--- config.mk ---
export PLATFORM = sky130hd
export DESIGN_NAME = dbg_link_watchdog
export DESIGN_NICKNAME = d
export VERILOG_FILES = /design/src/rtl/dbg_link_pkg.sv /design/src/rtl/dbg_rst_sync.sv /design/src/rtl/dbg_pin_sync.sv /design/src/rtl/dbg_gap_timer.sv /design/src/rtl/dbg_link_fsm.sv /design/src/rtl/dbg_link_watchdog.sv
export SDC_FILE = /design/constraint.sdc
export NUM_CORES = 1
export LEC_CHECK = 0
export ABC_AREA = 1
export BUFFER_PORTS_ARGS = -buffer_cell sky130_fd_sc_hd__buf_2
export CAP_MARGIN = 20
export CORE_AREA = 2 2 46 48
export CTS_CLUSTER_DIAMETER = 60
export DETAILED_ROUTE_END_ITERATION = 8
export DIE_AREA = 0 0 48 50
export PLACE_DENSITY_LB_ADDON = 0.15
export SLEW_MARGIN = 20
export SYNTH_ARGS = -nofsm -noshare
export SYNTH_HDL_FRONTEND = slang
export SYNTH_SLANG_ARGS = --single-unit
--- constraint.sdc ---
create_clock -name clk -period 1.5 [get_ports clk]
set_input_delay 0.15 -clock clk [delete_from_list [all_inputs] [get_ports clk]]
set_output_delay 0.15 -clock clk [all_outputs]
set_load 0.02 [all_outputs]
--- src/rtl/dbg_link_pkg.sv ---
package dbg_link_pkg;

  typedef enum logic [1:0] {
    LNK_IDLE   = 2'd0,
    LNK_CMD    = 2'd1,
    LNK_RDWAIT = 2'd2,
    LNK_DATA   = 2'd3
  } lnk_state_e;

endpackage

--- src/rtl/dbg_rst_sync.sv ---
module dbg_rst_sync #(
  parameter int STAGES = 2
) (
  input  logic clk,
  input  logic rst_n_raw,
  output logic rst_n_sync
);

  logic [STAGES-1:0] shift_q;

  always_ff @(posedge clk or negedge rst_n_raw) begin
    if (!rst_n_raw) begin
      shift_q <= '0;
    end else begin
      shift_q <= {shift_q[STAGES-2:0], 1'b1};
    end
  end

  assign rst_n_sync = shift_q[STAGES-1];

endmodule

--- src/rtl/dbg_pin_sync.sv ---
module dbg_pin_sync #(
  parameter int STAGES = 2
) (
  input  logic clk,
  input  logic rst_n,
  input  logic pin_raw,
  output logic fall
);

  logic [STAGES-1:0] chain_q;
  logic [STAGES-1:0] chain_d;
  logic              last_q;

  always_comb begin
    chain_d[0] = pin_raw;
  end

  for (genvar g = 1; g < STAGES; g++) begin : g_chain
    always_comb begin
      chain_d[g] = chain_q[g-1];
    end
  end

  always_ff @(posedge clk or negedge rst_n) begin
    if (!rst_n) begin
      chain_q <= '1;
      last_q  <= 1'b1;
    end else begin
      chain_q <= chain_d;
      last_q  <= chain_q[STAGES-1];
    end
  end

  assign fall = last_q & ~chain_q[STAGES-1];


  fall_single_chk: assert property (@(posedge clk) disable iff (!rst_n)
    fall |=> !fall);

endmodule

--- src/rtl/dbg_gap_timer.sv ---
module dbg_gap_timer #(
  parameter int LIMIT = 512
) (
  input  logic clk,
  input  logic rst_n,
  input  logic clr,
  output logic at_limit
);

  localparam int W = $clog2(LIMIT + 1);
  localparam logic [W-1:0] LIM_V = W'(LIMIT);

  logic [W-1:0] cnt_q;
  logic [W-1:0] cnt_d;
  logic         cnt_en;

  assign at_limit = (cnt_q == LIM_V);

  always_comb begin
    cnt_en = clr | ~at_limit;
    if (clr) begin
      cnt_d = '0;
    end else begin
      cnt_d = cnt_q + 1'b1;
    end
  end

  always_ff @(posedge clk or negedge rst_n) begin
    if (!rst_n) begin
      cnt_q <= '0;
    end else if (cnt_en) begin
      cnt_q <= cnt_d;
    end
  end


  sat_hold_chk: assert property (@(posedge clk) disable iff (!rst_n)
    (at_limit && !clr) |=> at_limit);


  no_wrap_chk: assert property (@(posedge clk) disable iff (!rst_n)
    (!clr && $past(!clr) && $past(at_limit)) |-> at_limit);

endmodule

--- src/rtl/dbg_link_fsm.sv ---
module dbg_link_fsm
  import dbg_link_pkg::*;
(
  input  logic       clk,
  input  logic       rst_n,
  input  logic       fall,
  input  logic       at_limit,
  input  logic       cmd_done,
  input  logic       cmd_read,
  input  logic       data_done,
  input  logic       hs_wr,
  input  logic       hs_wdata,
  input  logic       ack_sent,
  input  logic       wake,
  output logic       timer_clr,
  output logic       soft_rst,
  output logic       hs_en,
  output logic [1:0] state_o
);

  lnk_state_e state_q, state_d;
  logic       armed_q, armed_d;
  logic       hs_q, hs_d, hs_we;
  logic       soft_q, soft_d;
  logic       timed, timeout;
  logic       enter_rd, ack_arm;

  // which phases are timed right now
  always_comb begin
    unique case (state_q)
      LNK_CMD, LNK_DATA: timed = 1'b1;
      LNK_RDWAIT:        timed = ~hs_q | armed_q;
      default:           timed = 1'b0;
    endcase
    timeout = at_limit & timed;
  end

  // next-state
  always_comb begin
    state_d  = state_q;
    armed_d  = armed_q;
    soft_d   = 1'b0;
    enter_rd = 1'b0;
    ack_arm  = 1'b0;
    hs_we    = hs_wr | wake;
    hs_d     = wake ? 1'b0 : hs_wdata;
    if (wake) begin
      state_d = LNK_IDLE;
      armed_d = 1'b0;
      soft_d  = 1'b1;
    end else if (timeout) begin
      state_d = LNK_IDLE;
      armed_d = 1'b0;
      soft_d  = 1'b1;
    end else begin
      unique case (state_q)
        LNK_IDLE: begin
          if (fall) state_d = LNK_CMD;
        end
        LNK_CMD: begin
          if (cmd_done) begin
            if (cmd_read) begin
              state_d  = LNK_RDWAIT;
              enter_rd = 1'b1;
            end else begin
              state_d = LNK_IDLE;
            end
          end
        end
        LNK_RDWAIT: begin
          if (fall) begin
            state_d = LNK_DATA;
            armed_d = 1'b0;
          end else if (ack_sent && hs_q) begin
            armed_d = 1'b1;
            ack_arm = 1'b1;
          end
        end
        LNK_DATA: begin
          if (data_done) state_d = LNK_IDLE;
        end
        default: state_d = LNK_IDLE;
      endcase
    end
  end

  assign timer_clr = fall | wake | enter_rd | ack_arm;

  // registers
  always_ff @(posedge clk or negedge rst_n) begin
    if (!rst_n) begin
      state_q <= LNK_IDLE;
      armed_q <= 1'b0;
      soft_q  <= 1'b0;
    end else begin
      state_q <= state_d;
      armed_q <= armed_d;
      soft_q  <= soft_d;
    end
  end

  always_ff @(posedge clk or negedge rst_n) begin
    if (!rst_n) begin
      hs_q <= 1'b0;
    end else if (hs_we) begin
      hs_q <= hs_d;
    end
  end

  assign soft_rst = soft_q;
  assign hs_en    = hs_q;
  assign state_o  = state_q;


  soft_idle_chk: assert property (@(posedge clk) disable iff (!rst_n)
    soft_q |-> (state_q == LNK_IDLE));


  idle_quiet_chk: assert property (@(posedge clk) disable iff (!rst_n)
    (state_q == LNK_IDLE && !wake) |=> !soft_q);


  hs_hold_chk: assert property (@(posedge clk) disable iff (!rst_n)
    (state_q == LNK_RDWAIT && hs_q && !armed_q && !wake) |=> !soft_q);


  wake_clear_chk: assert property (@(posedge clk) disable iff (!rst_n)
    wake |=> (soft_q && !hs_q && state_q == LNK_IDLE));

endmodule

--- src/rtl/dbg_link_watchdog.sv ---
module dbg_link_watchdog #(
  parameter int TIMEOUT_CYC = 512,
  parameter int SYNC_STAGES = 2,
  parameter int RST_STAGES  = 2
) (
  input  logic       clk,
  input  logic       rst_n,
  input  logic       link_pin,
  input  logic       cmd_done,
  input  logic       cmd_read,
  input  logic       data_done,
  input  logic       hs_wr,
  input  logic       hs_wdata,
  input  logic       ack_sent,
  input  logic       wake,
  output logic       soft_rst,
  output logic       hs_en,
  output logic [1:0] link_state
);

  logic rst_n_int;
  logic fall;
  logic at_limit;
  logic timer_clr;

  dbg_rst_sync #(.STAGES(RST_STAGES)) u_rst (
    .clk        (clk),
    .rst_n_raw  (rst_n),
    .rst_n_sync (rst_n_int)
  );

  dbg_pin_sync #(.STAGES(SYNC_STAGES)) u_pin (
    .clk     (clk),
    .rst_n   (rst_n_int),
    .pin_raw (link_pin),
    .fall    (fall)
  );

  dbg_gap_timer #(.LIMIT(TIMEOUT_CYC)) u_timer (
    .clk      (clk),
    .rst_n    (rst_n_int),
    .clr      (timer_clr),
    .at_limit (at_limit)
  );

  dbg_link_fsm u_fsm (
    .clk       (clk),
    .rst_n     (rst_n_int),
    .fall      (fall),
    .at_limit  (at_limit),
    .cmd_done  (cmd_done),
    .cmd_read  (cmd_read),
    .data_done (data_done),
    .hs_wr     (hs_wr),
    .hs_wdata  (hs_wdata),
    .ack_sent  (ack_sent),
    .wake      (wake),
    .timer_clr (timer_clr),
    .soft_rst  (soft_rst),
    .hs_en     (hs_en),
    .state_o   (link_state)
  );

endmodule

### Yosys cells after proc, flatten, opt, wreduce, memory -nomap -nowiden

Cells that the tools add are included.

* add/sub/neg operators: 1
* multipliers: 0
* divide/modulo/power cells: 0
* $lt $le $gt $ge: 0
* eq/ne operators: 8
* shift operators: 0
* multiplexer cells: 28
* bitwise operators: 11
* reductions and logical operators: 7

Operator list (count)
* $mux 1: 18
* $mux 2: 7
* $add 10x1->10 const B: 1
* $eq 10x10->1 const B: 1
* $mux 10: 1
* $ne 4x2->1 const B: 2
* $ne 4x3->1 const B: 2
* $pmux 2 s4: 1
* $or 1x1->1: 6
* $eq 2x2->1 const B: 2
* $reduce_and 4->1: 1
* $reduce_bool 4->1: 1
* $not 1->1: 3
* $reduce_bool 3->1: 1
* $and 1x1->1: 2
* $eq 2x1->1 const B: 1
* $logic_not 2->1: 1
* $pmux 1 s2: 1
* $reduce_and 2->1: 1
* $reduce_or 2->1: 1
* $logic_and 1x1->1: 1

* flip-flop bits (word level): 20
* bits in latches: 0
* memory bits (writable): 0
* memory bits (read-only): 0
* input port bits: 10
* memories kept: 0

### Longest topological paths before layout

* depth in word-level cells: 9
* mapped depth: 8

### Cells and area by module

Synthesis repeated with hierarchy kept, for this count alone.

* cells, all modules: 144
* area total of the unflattened synthesis: 1126.1 sq um

By module, submodules not included
* dbg_gap_timer: instances 1, cells an instance 83, area an instance 601.8 sq um, sequential area each 250.2 sq um
* dbg_link_fsm: instances 1, cells an instance 53, area an instance 381.6 sq um, sequential area each 125.1 sq um
* dbg_pin_sync: instances 1, cells an instance 5, area an instance 88.8 sq um, sequential area each 78.8 sq um
* dbg_rst_sync: instances 1, cells an instance 3, area an instance 53.8 sq um, sequential area each 50.0 sq um

### Least setup slack after synthesis

OpenSTA, ideal clock, no wires.

* path type: flip-flop to flip-flop
* start: register u_fsm.state_q[0] (netlist: u_fsm.state_o[0])
* end: register u_timer.cnt_q[5]
* arrival time: 1.169 ns
* required time: 1.379 ns
* slack: 0.210 ns
* cell stages (with the launch flop): 7
* buffers on the path: 0
* path through: dfrtp_1 inv_1 nand2_1 nor3_1 nand2_1 nand3_4 nor2_1

* cells in the longest elaborated chain, start to end: 9
* elaborated cells between the ends (all ways): 16
* classes of those cells: eq/ne: 3; mux: 8; bitwise: 4; reduce/logical: 1

RTL lines
* start, declared: RTL line dbg_link_fsm.sv:21 `lnk_state_e state_q, state_d;`
* start signal, assigned: RTL line dbg_link_fsm.sv:96 `state_q <= state_d;`
* $eq 2x1->1 or $eq 2x2->1 (tied branches): RTL line dbg_link_fsm.sv:30, dbg_link_fsm.sv:56
* $reduce_or 2->1: RTL line dbg_link_fsm.sv:30 `unique case (state_q)`
* $pmux 1 s2: RTL line dbg_link_fsm.sv:30
* $and 1x1->1: RTL line dbg_link_fsm.sv:35 `timeout = at_limit & timed;`
* $mux 1: RTL line dbg_link_fsm.sv:51 `end else if (timeout) begin`
* $mux 1: RTL line dbg_link_fsm.sv:47 `if (wake) begin`
* $or 1x1->1: RTL line dbg_link_fsm.sv:87 `assign timer_clr = fall | wake | enter_rd | ack_arm;`
* $or 1x1->1 *: RTL line dbg_link_fsm.sv:87
* $mux 10 or $or 1x1->1 (tied branches): RTL line dbg_gap_timer.sv:21, dbg_gap_timer.sv:20
* end signal, assigned: RTL line dbg_gap_timer.sv:32 `cnt_q <= cnt_d;`
* end, declared: RTL line dbg_gap_timer.sv:13 `logic [W-1:0] cnt_q;`

Every way passes the cells marked *; elsewhere a longest branch is shown, timed or not.
A chain may end at the register's enable or synchronous reset.

### Worst setup path in the final report

* start: register u_timer.cnt_q[1]
* end: register u_timer.cnt_q[8]

* cells in the longest elaborated chain, start to end: 7
* elaborated cells between the ends (all ways): 12
* classes of those cells: add/sub: 1; eq/ne: 1; mux: 5; bitwise: 5

RTL lines
* $eq 10x10->1: RTL line dbg_gap_timer.sv:17 `assign at_limit = (cnt_q == LIM_V);`
* $and 1x1->1: RTL line dbg_link_fsm.sv:35
* $mux 1: RTL line dbg_link_fsm.sv:51
* $mux 1: RTL line dbg_link_fsm.sv:47
* $or 1x1->1 (2 in series): RTL line dbg_link_fsm.sv:87
* $mux 10 or $or 1x1->1 (tied branches): RTL line dbg_gap_timer.sv:21, dbg_gap_timer.sv:20

Parallel ways exist; a longest one is shown, timed or not.

==> flow_metrics.tcl <==
set metrics [dict create \
    antenna_found_initial 0 \
    gp_congestion 0.826 \
    fin_nets 156 \
    rsz0062_at_grt "yes" \
    cts_buffers 3 \
    ioPinCount 14 \
    grt.total_usage_pct 15.7 \
    h-tree-depth 1 \
    met3_usage_pct 3.30 \
    grtUsageMet2_pct 24.7 \
    core_um2 1900 \
    finalSetupViolCount 0 \
    synth_top_area_share_pct 43.0 \
    fp.dieW_um 48 \
    setup_tns_ns 0 \
    clkTransAtPathRegs_ns 0.11 \
    yosys_warnings 0 \
    yosysTopAreaCell "dfrtp_1" \
    avgSynthCellArea_um2 8.10 \
    reg2reg_depth 8 \
    drc 0 \
    status "completed" \
    whs_ns 0.0174 \
    start_kind "register" \
    layout-drive-gt1-share_pct 28.0 \
    dieArea_um2 2400 \
    cpPeakStageDelay_ns 0.44 \
    endpoint_kind "register" \
    drt_iter0_drc 4 \
    drv_cap 0 \
    hpwlAfterDp_mm 1.30 \
    fin_crit_sh_pct 97.3 \
    cp_cell_sequence "inv_2, ha_4, nand2_2, nor2_2, nand3_2, nand2_4, nand3_4, nor2_2" \
    cp-startpoint "u_timer.cnt_q[1]" \
    initial_core_util_pct 52.0 \
    wl_per_cell_um 10.8 \
    path_max_fanout 5 \
    port_buffers 13 \
    synth_fp_nets 134 \
    die_h_um 50 \
    synth-seq-area-share_pct 51.0 \
    ys_seq_elements 20 \
    area_growth_pct 24.8 \
    slew_viol_final 0 \
    finClkSkew_ns 0.00333 \
    fmax_mhz 685 \
    row_count 16 \
    min_path_type "input pin to register" \
    placed_cell_area_um2 1090 \
    rr_startpoint "u_timer.cnt_q[1]" \
    postCtsSetupBuffers 0 \
    grt.busiest_layer "met2" \
    cts_max_path_buffers 2 \
    crit_top_cell "nor2_2" \
    crit_path_top_delay_cell "dfrtp_1" \
    syn_area_um2 988 \
    antenna_cells 0 \
    dr_total_vias 824 \
    vias_per_cell 4.85 \
    ant_nets 0 \
    cts_tree "built" \
    power.leakage_uw 0.000572 \
    netlist_top_cells_area "dfrtp_1 (43%), nand2_1 (9.9%), nor2_1 (8.7%), dfstp_2 (8.0%), inv_1 (7.2%)" \
    synthDistinctLibCells 17 \
    final_cell_area_um2 1230 \
    cp_data_arrival_time_ns 1.70 \
    root_buffer "clkbuf_4" \
    min_period_ns 1.46 \
    min-delay-start "hs_wr" \
    grt_use_met1_pct 20.6 \
    fill_cells 163 \
    worst-setup-path-type "register to register" \
    wl_mm 1.83 \
    cts_sinks 20 \
    hold_depth 2 \
    insertion_delay_ns 0.30 \
    vdd_drop_max_mv 0.517 \
    power_density_nw_per_um2 812 \
    synthCells 122 \
    crit_required_ns 1.74 \
    grt_pass1_wl_mm 2.72 \
    first_pass_iters 4 \
    grt_pass1_vias 683 \
    grt_overflow 0 \
    grt_max_degree 13 \
    hold_viol 0 \
]
-- worst paths after layout --
path,end,slack (ns)
min in group asynchronous,u_fsm.hs_en,0.11
worst max-delay path,u_timer.cnt_q[8],0.04
worst max register to register,u_timer.cnt_q[8],0.04
worst min register to register,u_fsm.hs_en,0.11
worst min-delay path,u_fsm.hs_en,0.02
max in group asynchronous,u_fsm.state_o[0],0.96
-- through the flow --
step           total power (uW)  cells  utilization (%)  setup WS [ns]
3_3_place_gp                677    163             57.6          0.151
4_1_cts                     990    169             60.5         0.0830
6_report                   1000    170             64.9         0.0406
3_5_place_dp                679    163             57.6          0.119
2_1_floorplan               643    122                -          0.210
5_1_grt                    1060    170             64.9        -0.0724
-- metal layers --
metal  part of all wire (%)  up-vias
li1                       -      421
met1                     48      384
met2                     47       14
met3                    3.0        5
met4                    1.9        0
met5                      0        -
-- cell type report --
cell class / instances / area, um2 / share of cell area (%)
tap: 27 / 33.8 / 2.74
sequential: 20 / 504 / 40.9
clock buffer: 4 / 36.3 / 2.94
multi-input combinational: 84 / 495 / 40.2
timing repair buffer: 16 / 92.6 / 7.51
inverter: 19 / 71.3 / 5.78
-- cell families (layout without fill, tap and decap cells) --
kind of cell | Yosys count | count (layout) | share of synthesized area [%]
compound gates | 9 | 9 | 4.56
xor+xnor | 6 | 6 | 5.32
fa+ha+maj | 2 | 2 | 2.53
buf+inv | 19 | 39 | 7.22
flops | 20 | 20 | 51.0
other cells | 1 | 1 | 0.379
simple gates | 65 | 66 | 29.0
-- registers in the layout (all words and copies together) (netlist names) --
name            flops
u_timer.cnt_q      10
u_rst.shift_q       2
u_fsm.armed_q       1
u_fsm.soft_rst      1
u_fsm.state_o       2
u_fsm.hs_en         1
u_pin.last_q        1
u_pin.chain_q       2
-- Yosys cell counts (all sizes together) --
library cell	instances
inv	19
dfstp	3
nor2	24
o21ai	4
nand4	2
and2	1
nor3	1
xor2	6
nand2	26
ha	2
nand3	9
dfrtp	17
a21oi	5
nand3b	2
conb	1
-- cell usage in the layout, fill, tap and decap left out --
master and count:
clkbuf_8 1, inv_1 17, nand3_4 2, nor3_2 1, o21ai_0 4, nand3_1 7
nand3b_1 2, inv_2 2, ha_1 1, nand3_2 1, dfstp_2 3, and2_1 1
clkbuf_4 3, nand4_1 2, conb_1 1, nor2_2 8, a21oi_1 5, ha_4 1
dlygate4sd3_1 2, buf_2 13, buf_4 1, nand2_2 1, xor2_1 6, nand2_1 23
dfrtp_1 17, nor2_4 1, nor2_1 15, nand2_4 2
-- what timing repair did --
item	CTS	global route
gates resized for setup	0	21
endpoints found under the hold margin	3	0
hold buffers	2	0
endpoints found under the setup margin	0	10
-- power by group --
group	switching (uW)	internal, uW	total, uW
sequential	16.5	559	576
clock	162	148	310
combinational	68.5	48.0	116
-- critical path, delay by kind of cell, from the launching register on --
family,cells,cell delay [ns]
fa+ha+maj,1,0.13
flops,1,0.44
simple gates,6,0.71
buf+inv,1,0.10
No activity file was read; power rests on OpenSTA's default activity.
